$ cat config.mk
export PLATFORM = sky130hd
export DESIGN_NAME = fifo_rt_ctrl
export DESIGN_NICKNAME = d
export VERILOG_FILES = /design/src/rtl/fifo_rt_pkg.sv /design/src/rtl/fifo_strobe_edge.sv /design/src/rtl/fifo_ptr_ctrl.sv /design/src/rtl/fifo_store.sv /design/src/rtl/fifo_rt_ctrl.sv
export SDC_FILE = /design/constraint.sdc
export NUM_CORES = 2
export LEC_CHECK = 0
export BUFFER_PORTS_ARGS = -buffer_cell sky130_fd_sc_hd__buf_2
export CAP_MARGIN = 20
export CELL_PAD_IN_SITES_DETAIL_PLACEMENT = 1
export CELL_PAD_IN_SITES_GLOBAL_PLACEMENT = 1
export CORE_ASPECT_RATIO = 0.9
export CORE_UTILIZATION = 50
export CTS_CLUSTER_DIAMETER = 100
export DETAILED_ROUTE_END_ITERATION = 10
export PLACE_DENSITY = 0.78
export SLEW_MARGIN = 25
export SYNTH_ARGS = -nofsm -noshare
export SYNTH_HDL_FRONTEND = slang
export SYNTH_MEMORY_MAX_BITS = 65536
export SYNTH_SLANG_ARGS = --single-unit
$ cat constraint.sdc
create_clock -name clk -period 6.8 [get_ports clk]
set_input_delay 1.02 -clock clk [delete_from_list [all_inputs] [get_ports clk]]
set_output_delay 1.02 -clock clk [all_outputs]
set_load 0.01 [all_outputs]
$ cat src/rtl/fifo_rt_pkg.sv
package fifo_rt_pkg;

  // Registered status flags, all active low.
  typedef struct packed {
    logic empty_n;
    logic half_n;
    logic full_n;
  } flag_set_t;

  localparam flag_set_t FLAGS_AT_RESET = '{empty_n: 1'b0, half_n: 1'b1, full_n: 1'b1};

endpackage

$ cat src/rtl/fifo_strobe_edge.sv
// Falling-edge detection for a group of active-low strobes.
module fifo_strobe_edge #(
  parameter int LANES = 2
) (
  input  logic             clk,
  input  logic             rst,
  input  logic [LANES-1:0] strobe_n,
  output logic [LANES-1:0] fell,
  output logic [LANES-1:0] active
);

  for (genvar g = 0; g < LANES; g++) begin : g_lane
    logic seen_n;

    always_ff @(posedge clk) begin
      if (rst) seen_n <= 1'b1;
      else     seen_n <= strobe_n[g];
    end

    assign fell[g]   = seen_n & ~strobe_n[g];
    assign active[g] = ~strobe_n[g];
  end

endmodule

$ cat src/rtl/fifo_ptr_ctrl.sv
// Pointer, flag and protocol-error logic.
module fifo_ptr_ctrl
  import fifo_rt_pkg::*;
#(
  parameter int DEPTH = 512
) (
  input  logic                       clk,
  input  logic                       rst,
  input  logic                       wr_fell,
  input  logic                       rd_fell,
  input  logic                       wr_low,
  input  logic                       rd_low,
  input  logic                       rewind_req,
  input  logic                       expand_mode,
  output logic                       wr_go,
  output logic                       rd_go,
  output logic [$clog2(DEPTH)-1:0]   wr_addr,
  output logic [$clog2(DEPTH)-1:0]   rd_addr,
  output flag_set_t                  flags,
  output logic                       proto_err
);

  localparam int AW   = $clog2(DEPTH);
  localparam int PW   = AW + 1;
  localparam int HALF = DEPTH / 2;
  localparam logic [PW-1:0] FULL_OCC = PW'(DEPTH);
  localparam logic [PW-1:0] HALF_OCC = PW'(HALF);

  logic [PW-1:0] wptr, rptr, wptr_nx, rptr_nx, occ_nx;
  logic          rewind_on;
  flag_set_t     flags_nx;

  assign rewind_on = rewind_req & ~expand_mode;
  assign wr_go     = wr_fell & flags.full_n  & ~rewind_on;
  assign rd_go     = rd_fell & flags.empty_n & ~rewind_on;

  assign wptr_nx = wptr + PW'(wr_go);
  assign rptr_nx = rewind_on ? '0 : rptr + PW'(rd_go);
  assign occ_nx  = wptr_nx - rptr_nx;

  always_comb begin
    flags_nx.empty_n = (occ_nx != '0);
    flags_nx.full_n  = (occ_nx != FULL_OCC);
    flags_nx.half_n  = ~(occ_nx > HALF_OCC);
  end

  always_ff @(posedge clk) begin
    if (rst) begin
      wptr  <= '0;
      rptr  <= '0;
      flags <= FLAGS_AT_RESET;
    end else begin
      wptr  <= wptr_nx;
      rptr  <= rptr_nx;
      flags <= flags_nx;
    end
  end

  always_ff @(posedge clk) begin
    if (rst)                                proto_err <= 1'b0;
    else if (rewind_on & (wr_low | rd_low)) proto_err <= 1'b1;
  end

  assign wr_addr = wptr[AW-1:0];
  assign rd_addr = rptr[AW-1:0];

  // Write pointer frozen when a write strobe meets a full buffer.
  assert_no_overflow_R6: assert property (@(posedge clk) disable iff (rst)
    (!flags.full_n && wr_fell) |=> $stable(wptr));

  // Read pointer frozen when a read strobe meets an empty buffer.
  assert_no_underflow_R6: assert property (@(posedge clk) disable iff (rst)
    (!flags.empty_n && rd_fell && !rewind_on) |=> $stable(rptr));

  // Empty and full never at once.
  assert_empty_full_apart_R4: assert property (@(posedge clk) disable iff (rst)
    !(!flags.empty_n && !flags.full_n));

  // Full always implies above half.
  assert_full_above_half_R7: assert property (@(posedge clk) disable iff (rst)
    !flags.full_n |-> !flags.half_n);

  // Rewind lands read pointer at zero and leaves write pointer alone.
  assert_rewind_R8: assert property (@(posedge clk) disable iff (rst)
    rewind_on |=> (rptr == '0) && $stable(wptr));

  // Rewind ignored when chained.
  assert_chain_no_rewind_R9: assert property (@(posedge clk) disable iff (rst)
    (expand_mode && !rd_go) |=> $stable(rptr));

  // Error flag is sticky.
  assert_err_sticky_R10: assert property (@(posedge clk) disable iff (rst)
    proto_err |=> proto_err);

endmodule

$ cat src/rtl/fifo_store.sv
// Storage array: one write port, one registered read port.
module fifo_store #(
  parameter int DEPTH = 512,
  parameter int WIDTH = 9
) (
  input  logic                     clk,
  input  logic                     rst,
  input  logic                     we,
  input  logic [$clog2(DEPTH)-1:0] waddr,
  input  logic [WIDTH-1:0]         wdata,
  input  logic                     re,
  input  logic [$clog2(DEPTH)-1:0] raddr,
  output logic [WIDTH-1:0]         rdata
);

  logic [WIDTH-1:0] cells [DEPTH];

  always_ff @(posedge clk) begin
    if (we) cells[waddr] <= wdata;
  end

  always_ff @(posedge clk) begin
    if (rst)     rdata <= '0;
    else if (re) rdata <= cells[raddr];
  end

endmodule

$ cat src/rtl/fifo_rt_ctrl.sv
module fifo_rt_ctrl
  import fifo_rt_pkg::*;
#(
  parameter int DEPTH = 512,
  parameter int WIDTH = 9
) (
  input  logic             clk,
  input  logic             rst,
  input  logic             wr_n,
  input  logic             rd_n,
  input  logic             rt_n,
  input  logic             expand_mode,
  input  logic [WIDTH-1:0] wr_data,
  output logic [WIDTH-1:0] rd_data,
  output logic             empty_n,
  output logic             full_n,
  output logic             half_n,
  output logic             proto_err
);

  localparam int AW = $clog2(DEPTH);

  logic [1:0]    fell, active;
  logic          wr_go, rd_go;
  logic [AW-1:0] wr_addr, rd_addr;
  flag_set_t     flags;

  fifo_strobe_edge #(.LANES(2)) u_edge (
    .clk      (clk),
    .rst      (rst),
    .strobe_n ({rd_n, wr_n}),
    .fell     (fell),
    .active   (active)
  );

  fifo_ptr_ctrl #(.DEPTH(DEPTH)) u_ptr (
    .clk         (clk),
    .rst         (rst),
    .wr_fell     (fell[0]),
    .rd_fell     (fell[1]),
    .wr_low      (active[0]),
    .rd_low      (active[1]),
    .rewind_req  (~rt_n),
    .expand_mode (expand_mode),
    .wr_go       (wr_go),
    .rd_go       (rd_go),
    .wr_addr     (wr_addr),
    .rd_addr     (rd_addr),
    .flags       (flags),
    .proto_err   (proto_err)
  );

  fifo_store #(.DEPTH(DEPTH), .WIDTH(WIDTH)) u_store (
    .clk   (clk),
    .rst   (rst),
    .we    (wr_go),
    .waddr (wr_addr),
    .wdata (wr_data),
    .re    (rd_go),
    .raddr (rd_addr),
    .rdata (rd_data)
  );

  assign empty_n = flags.empty_n;
  assign full_n  = flags.full_n;
  assign half_n  = flags.half_n;

  // Output data only moves on an accepted read.
  assert_rdata_hold_R3: assert property (@(posedge clk) disable iff (rst)
    !rd_go |=> $stable(rd_data));

endmodule

; Word level (Yosys, flattened, before mapping)
; Memory sizes are Yosys's and may differ from the RTL's. A register that Yosys moved wholly into a read port is not among the register bits.
; Index checks and enable logic that the tools add are counted.
[classes]
bitwise_logic = 15
div_mod_pow = 0
add_sub_neg = 3
multipliers = 0
muxes = 3
n_eq_ne = 1
reduce_logical = 1
n_shift = 0
magnitude_cmp = 1
[ops]
columns = op, n
row1 = $add A10 B1 Y10, 2
row2 = $gt A10 B9 Y1 const B, 1
row3 = $mux W10, 1
row4 = $ne A10 B10 Y1 const B, 1
row5 = $reduce_bool A10 Y1, 1
row6 = $sub A10 B10 Y10, 1
row7 = $and A1 B1 Y1, 8
row8 = $not A1 Y1, 6
row9 = $mux W1, 2
row10 = $or A1 B1 Y1, 1
[totals]
wordCells = 33
output_inout_bits = 13
ram_bits = 4608
memories = 1
latch_bits = 0
rom_bits = 0
ff_bits = 26
[memory_table]
columns = memory, words, width, read_ports, rd_ports_with_merged_regs, wr, line_no
row1 = u_store.cells, 512, 9, 1, 1, 1, fifo_store.sv:16  ; logic [WIDTH-1:0] cells [DEPTH];

; Longest topological paths before layout
[logic_depth]
ltp_word = 9
depth_mapped = 16

; By module
; From an unflattened synthesis, not the netlist that was laid out.
[unflattened]
hier_cells = 8568
area_unflattened_um2 = 180584.4
[modules_own_cells]
columns = module, instances, cells_per_inst, area_each_um2, seq_area_each_um2
row1 = fifo_store, 1, 8375, 178922.9, 138552.9
row2 = fifo_ptr_ctrl, 1, 184, 1585.3, 480.5
row3 = fifo_strobe_edge, 1, 8, 72.6, 40.0
row4 = fifo_rt_ctrl, 1, 1, 3.8, 0.0

; Worst setup path before layout
; OpenSTA, ideal clock, no wires.
[synth_path]
kind = input to register
start = input expand_mode
end = register, netlist name u_ptr.flags[0]
setup_slack_ps = 2467
cell_stages = 15
t_arrival_ps = 4191
cell_sequence = nor2_1 nor3_1 clkbuf_1 ha_1 ha_1 nand2_1 xnor2_1 nand2_1 ha_1 or2_2 a21oi_1 a21oi_1 a311o_1 nor2b_1 or4b_2
[synth_via]
elab_chain_len = 8
word_cells_on_any_way = 10
[synth_rtl]
columns = item, line_no
row1 = start: declaration, fifo_rt_ctrl.sv:12  ; input logic expand_mode,
row2 = $not A1 Y1 *, fifo_ptr_ctrl.sv:33  ; assign rewind_on = rewind_req & ~expand_mode;
row3 = $and A1 B1 Y1 *, fifo_ptr_ctrl.sv:33
row4 = $not A1 Y1, "fifo_ptr_ctrl.sv:34, fifo_ptr_ctrl.sv:35"
row5 = $and A1 B1 Y1, fifo_ptr_ctrl.sv:35  ; assign rd_go = rd_fell & flags.empty_n & ~rewind_on;
row6 = $add A10 B1 Y10, fifo_ptr_ctrl.sv:38  ; assign rptr_nx = rewind_on ? '0 : rptr + PW'(rd_go);
row7 = $mux W10, fifo_ptr_ctrl.sv:38
row8 = $sub A10 B10 Y10 *, fifo_ptr_ctrl.sv:39  ; assign occ_nx = wptr_nx - rptr_nx;
row9 = $ne A10 B10 Y1 *, fifo_ptr_ctrl.sv:43  ; flags_nx.full_n = (occ_nx != FULL_OCC);
; Mark *: on every way between the ends. The rest lies on a longest branch, timed or not.
; A chain may end at the register's enable or synchronous reset.

==> reports/metrics.csv <==
metric,value,unit
cts_tree,done,
fin_setup_tns,0,ns
netlist_instances,8333,
wire_per_inst,39.9,um
cp_data_required_time,7.76,ns
max_clock_freq,194,MHz
peakVddDrop,0.248,mV
hold_ws,0.401,ns
crit_family,compound AO/OA/AOI/OAI gates,
critPathBufInv,1,
fill_cells,30000,
post-dp-hpwl,320000,um
grt_first_pass_wirelength,754000,um
path_clk_slew,0.07,ns
drive_gt1_share,23.6,%
clockBufferDepth,4,
synth_edf_count,4608,
drt_first_pass_iters,5,
internal_power,45800,uW
pwr-share-comb,3.6,%
ys_ff_latch,4643,
endpoint_kind,register,
hold_path_class,input port to register,
antenna_found_initial,47,
hold_viol_final,0,
port_buffers,27,
start_util,50.2,%
ys.flop_type,edfxtp_1,
drv_cap,0,
netSwitchingPower,12200,uW
synthesis.area,179000,um^2
critPathMaxFanout,48,
synth_common_cells,"4608 x edfxtp_1, 1129 x mux4_2, 585 x nor2_1",
ys_types,73,
cts_hold_buf,0,
setup_viol,0,
track_usage,29.9,%
cp.arrival,6.11,ns
syn2layout_area_growth,11.4,%
ys_warn_count,0,
ios,28,
cp_common_cell,a22oi_1,
nets,8525,
drcViolationCount,0,
status,completed,
wirelength,543000,um
grt_max_degree,180,
numCtsBuffers,446,
rows,208,
cp_slowest_cell,dfxtp_4,
worstMarginPinSlew,1.27,ns
slew_violations,0,
seq_area_frac_synth,77.7,%
yosysMostFrequentCell,edfxtp_1,
switching_share,21.1,%
die_area,360000,um^2
drtIter0Drc,15900,
slew_headroom,14.5,%
ant_nets,0,
worstSkewPairLatency,1.01,ns
cts_resized,0,
cp_slowest_stage_delay,0.97,ns
rsz0062_at_grt,no,
fin_skew,0.0580,ns
start_kind,register,
die_h,570,um
gp_congestion,0.890,
synthTopCellsByArea,"edfxtp_1 77%, mux4_2 14%, nor2_1 1.2%",
via_per_inst,6.97,
synth_top_cell_area_share,77.3,%
ctsRootBufferMaster,clkbuf_16,
crit_type,register to register,
vias,94800,
leakagePower,0.0591,uW
grt_pass1_vias,95100,
clock_sinks,4643,
gr-total-overflow,0,
synth_nets,8361,
avgSynthCellArea,21.5,um^2
ys_async_sr_fraction,0,%
worstPathCellList,and2_4 > buf_4 > a22oi_1 > a21oi_1 > nor4_2 > a22oi_1 > a22o_1,
postCtsSetupRepairBufs,0,
fp.coreArea,357000,um^2
period_share,75.7,%
h-tree-depth,5,
die_w,633,um
pwr-share-clk,42.1,%
layout_min_cycle_time,5.15,ns
synth_top_area_cell,edfxtp_1,
p_seq_share,54.2,%
power_density,291,nW/um^2
-- layer usage --
layer	wire length (um)	part of all wire (%)	GRT usage, %	up-vias
met5	360	0.066	0	-
met4	29100	5.4	14.6	40
met3	68000	13	7.39	1341
met2	250000	46	45.4	7750
met1	195000	36	41.0	50300
li1	-	-	-	35400
-- layout make-up --
type / count / area, um^2 / share of cell area, %
Sequential cell: 4643 / 139000 / 69.7
Multi-Input combinational cell: 3165 / 37700 / 18.9
Clock buffer: 560 / 11900 / 5.95
Tap cell: 4725 / 5910 / 2.96
Timing Repair Buffer: 233 / 2470 / 1.24
Clock inverter: 252 / 2250 / 1.13
Antenna cell: 26 / 65.1 / 0.0326
Inverter: 8 / 37.5 / 0.0188
-- path summary, 6_finish.rpt --
kind	from	to	slack, ns	cells after the start
worst min-delay path	rd_n	u_edge.g_lane[1].seen_n	0.40	2
worst max-delay path	u_ptr.rptr[3]	u_store.rdata[0]	1.65	7
worst min register to register	u_ptr.proto_err	u_ptr.proto_err	0.50	2
worst max register to register	u_ptr.rptr[3]	u_store.rdata[0]	1.65	7
-- placed cells by master (no fill, tap or decap), drive strengths merged, types with 11 or more instances in the layout --
| master | Yosys | routed |
|---|---|---|
| clkinvlp | 0 | 12 |
| a22o | 15 | 15 |
| nand3 | 97 | 97 |
| nand2b | 13 | 13 |
| mux4 | 1129 | 1129 |
| ha | 13 | 13 |
| o22ai | 134 | 134 |
| mux2 | 12 | 12 |
| and3 | 22 | 22 |
| a32oi | 12 | 12 |
| mux2i | 160 | 160 |
| nand4 | 29 | 29 |
| a211oi | 34 | 34 |
| nor2 | 585 | 585 |
| edfxtp | 4608 | 4608 |
| nand2 | 235 | 235 |
| buf | 291 | 233 |
| a31oi | 27 | 27 |
| inv | 8 | 16 |
| clkbuf | 226 | 560 |
| a221oi | 30 | 30 |
| clkinv | 0 | 198 |
| o21ai | 64 | 64 |
| bufinv | 0 | 34 |
| nor3 | 63 | 63 |
| nor4 | 17 | 17 |
| nor2b | 32 | 32 |
| and2 | 22 | 22 |
| xnor2 | 11 | 11 |
| dfxtp | 35 | 35 |
| a21oi | 66 | 66 |
| diode | 0 | 26 |
| a22oi | 210 | 210 |
| a2111oi | 15 | 15 |
-- power groups by stage --
stage,Combinational (uW),Sequential [uW],Clock (uW)
floorplan,1110,32100,0
global placement,1990,32100,0
detailed placement,2080,32100,0
CTS,2090,31500,24500
global route,2170,31500,25300
finish,2100,31500,24500
-- stage by stage --
stage	worst slack [ns]	area, um^2	std cells	power (uW)	util, %
2_1_floorplan	2.47	179000	8333	33200	-
3_3_place_gp	1.68	185000	12800	34100	51.9
5_1_grt	1.76	199000	13600	59000	55.9
6_report	1.65	199000	13600	58100	55.9
4_1_cts	1.54	199000	13600	58100	55.9
3_5_place_dp	1.62	185000	12800	34200	51.9
-- cell families after synthesis --
family	synth area share (%)
flops	77.7
mux	15.2
simple gates	2.80
compound gates	2.67
buf+inv	1.48
xor+xnor	0.0979
fa+ha+maj	0.0909
-- flip-flops by register name, summed over array words and instances (netlist names) --
name / flops
u_ptr.wptr: 10
u_edge.g_lane.seen_n: 2
u_ptr.rptr: 10
u_ptr.flags: 3
u_store.rdata: 9
u_store.cells: 4608
u_ptr.proto_err: 1
No activity file was read; power rests on OpenSTA's default activity.
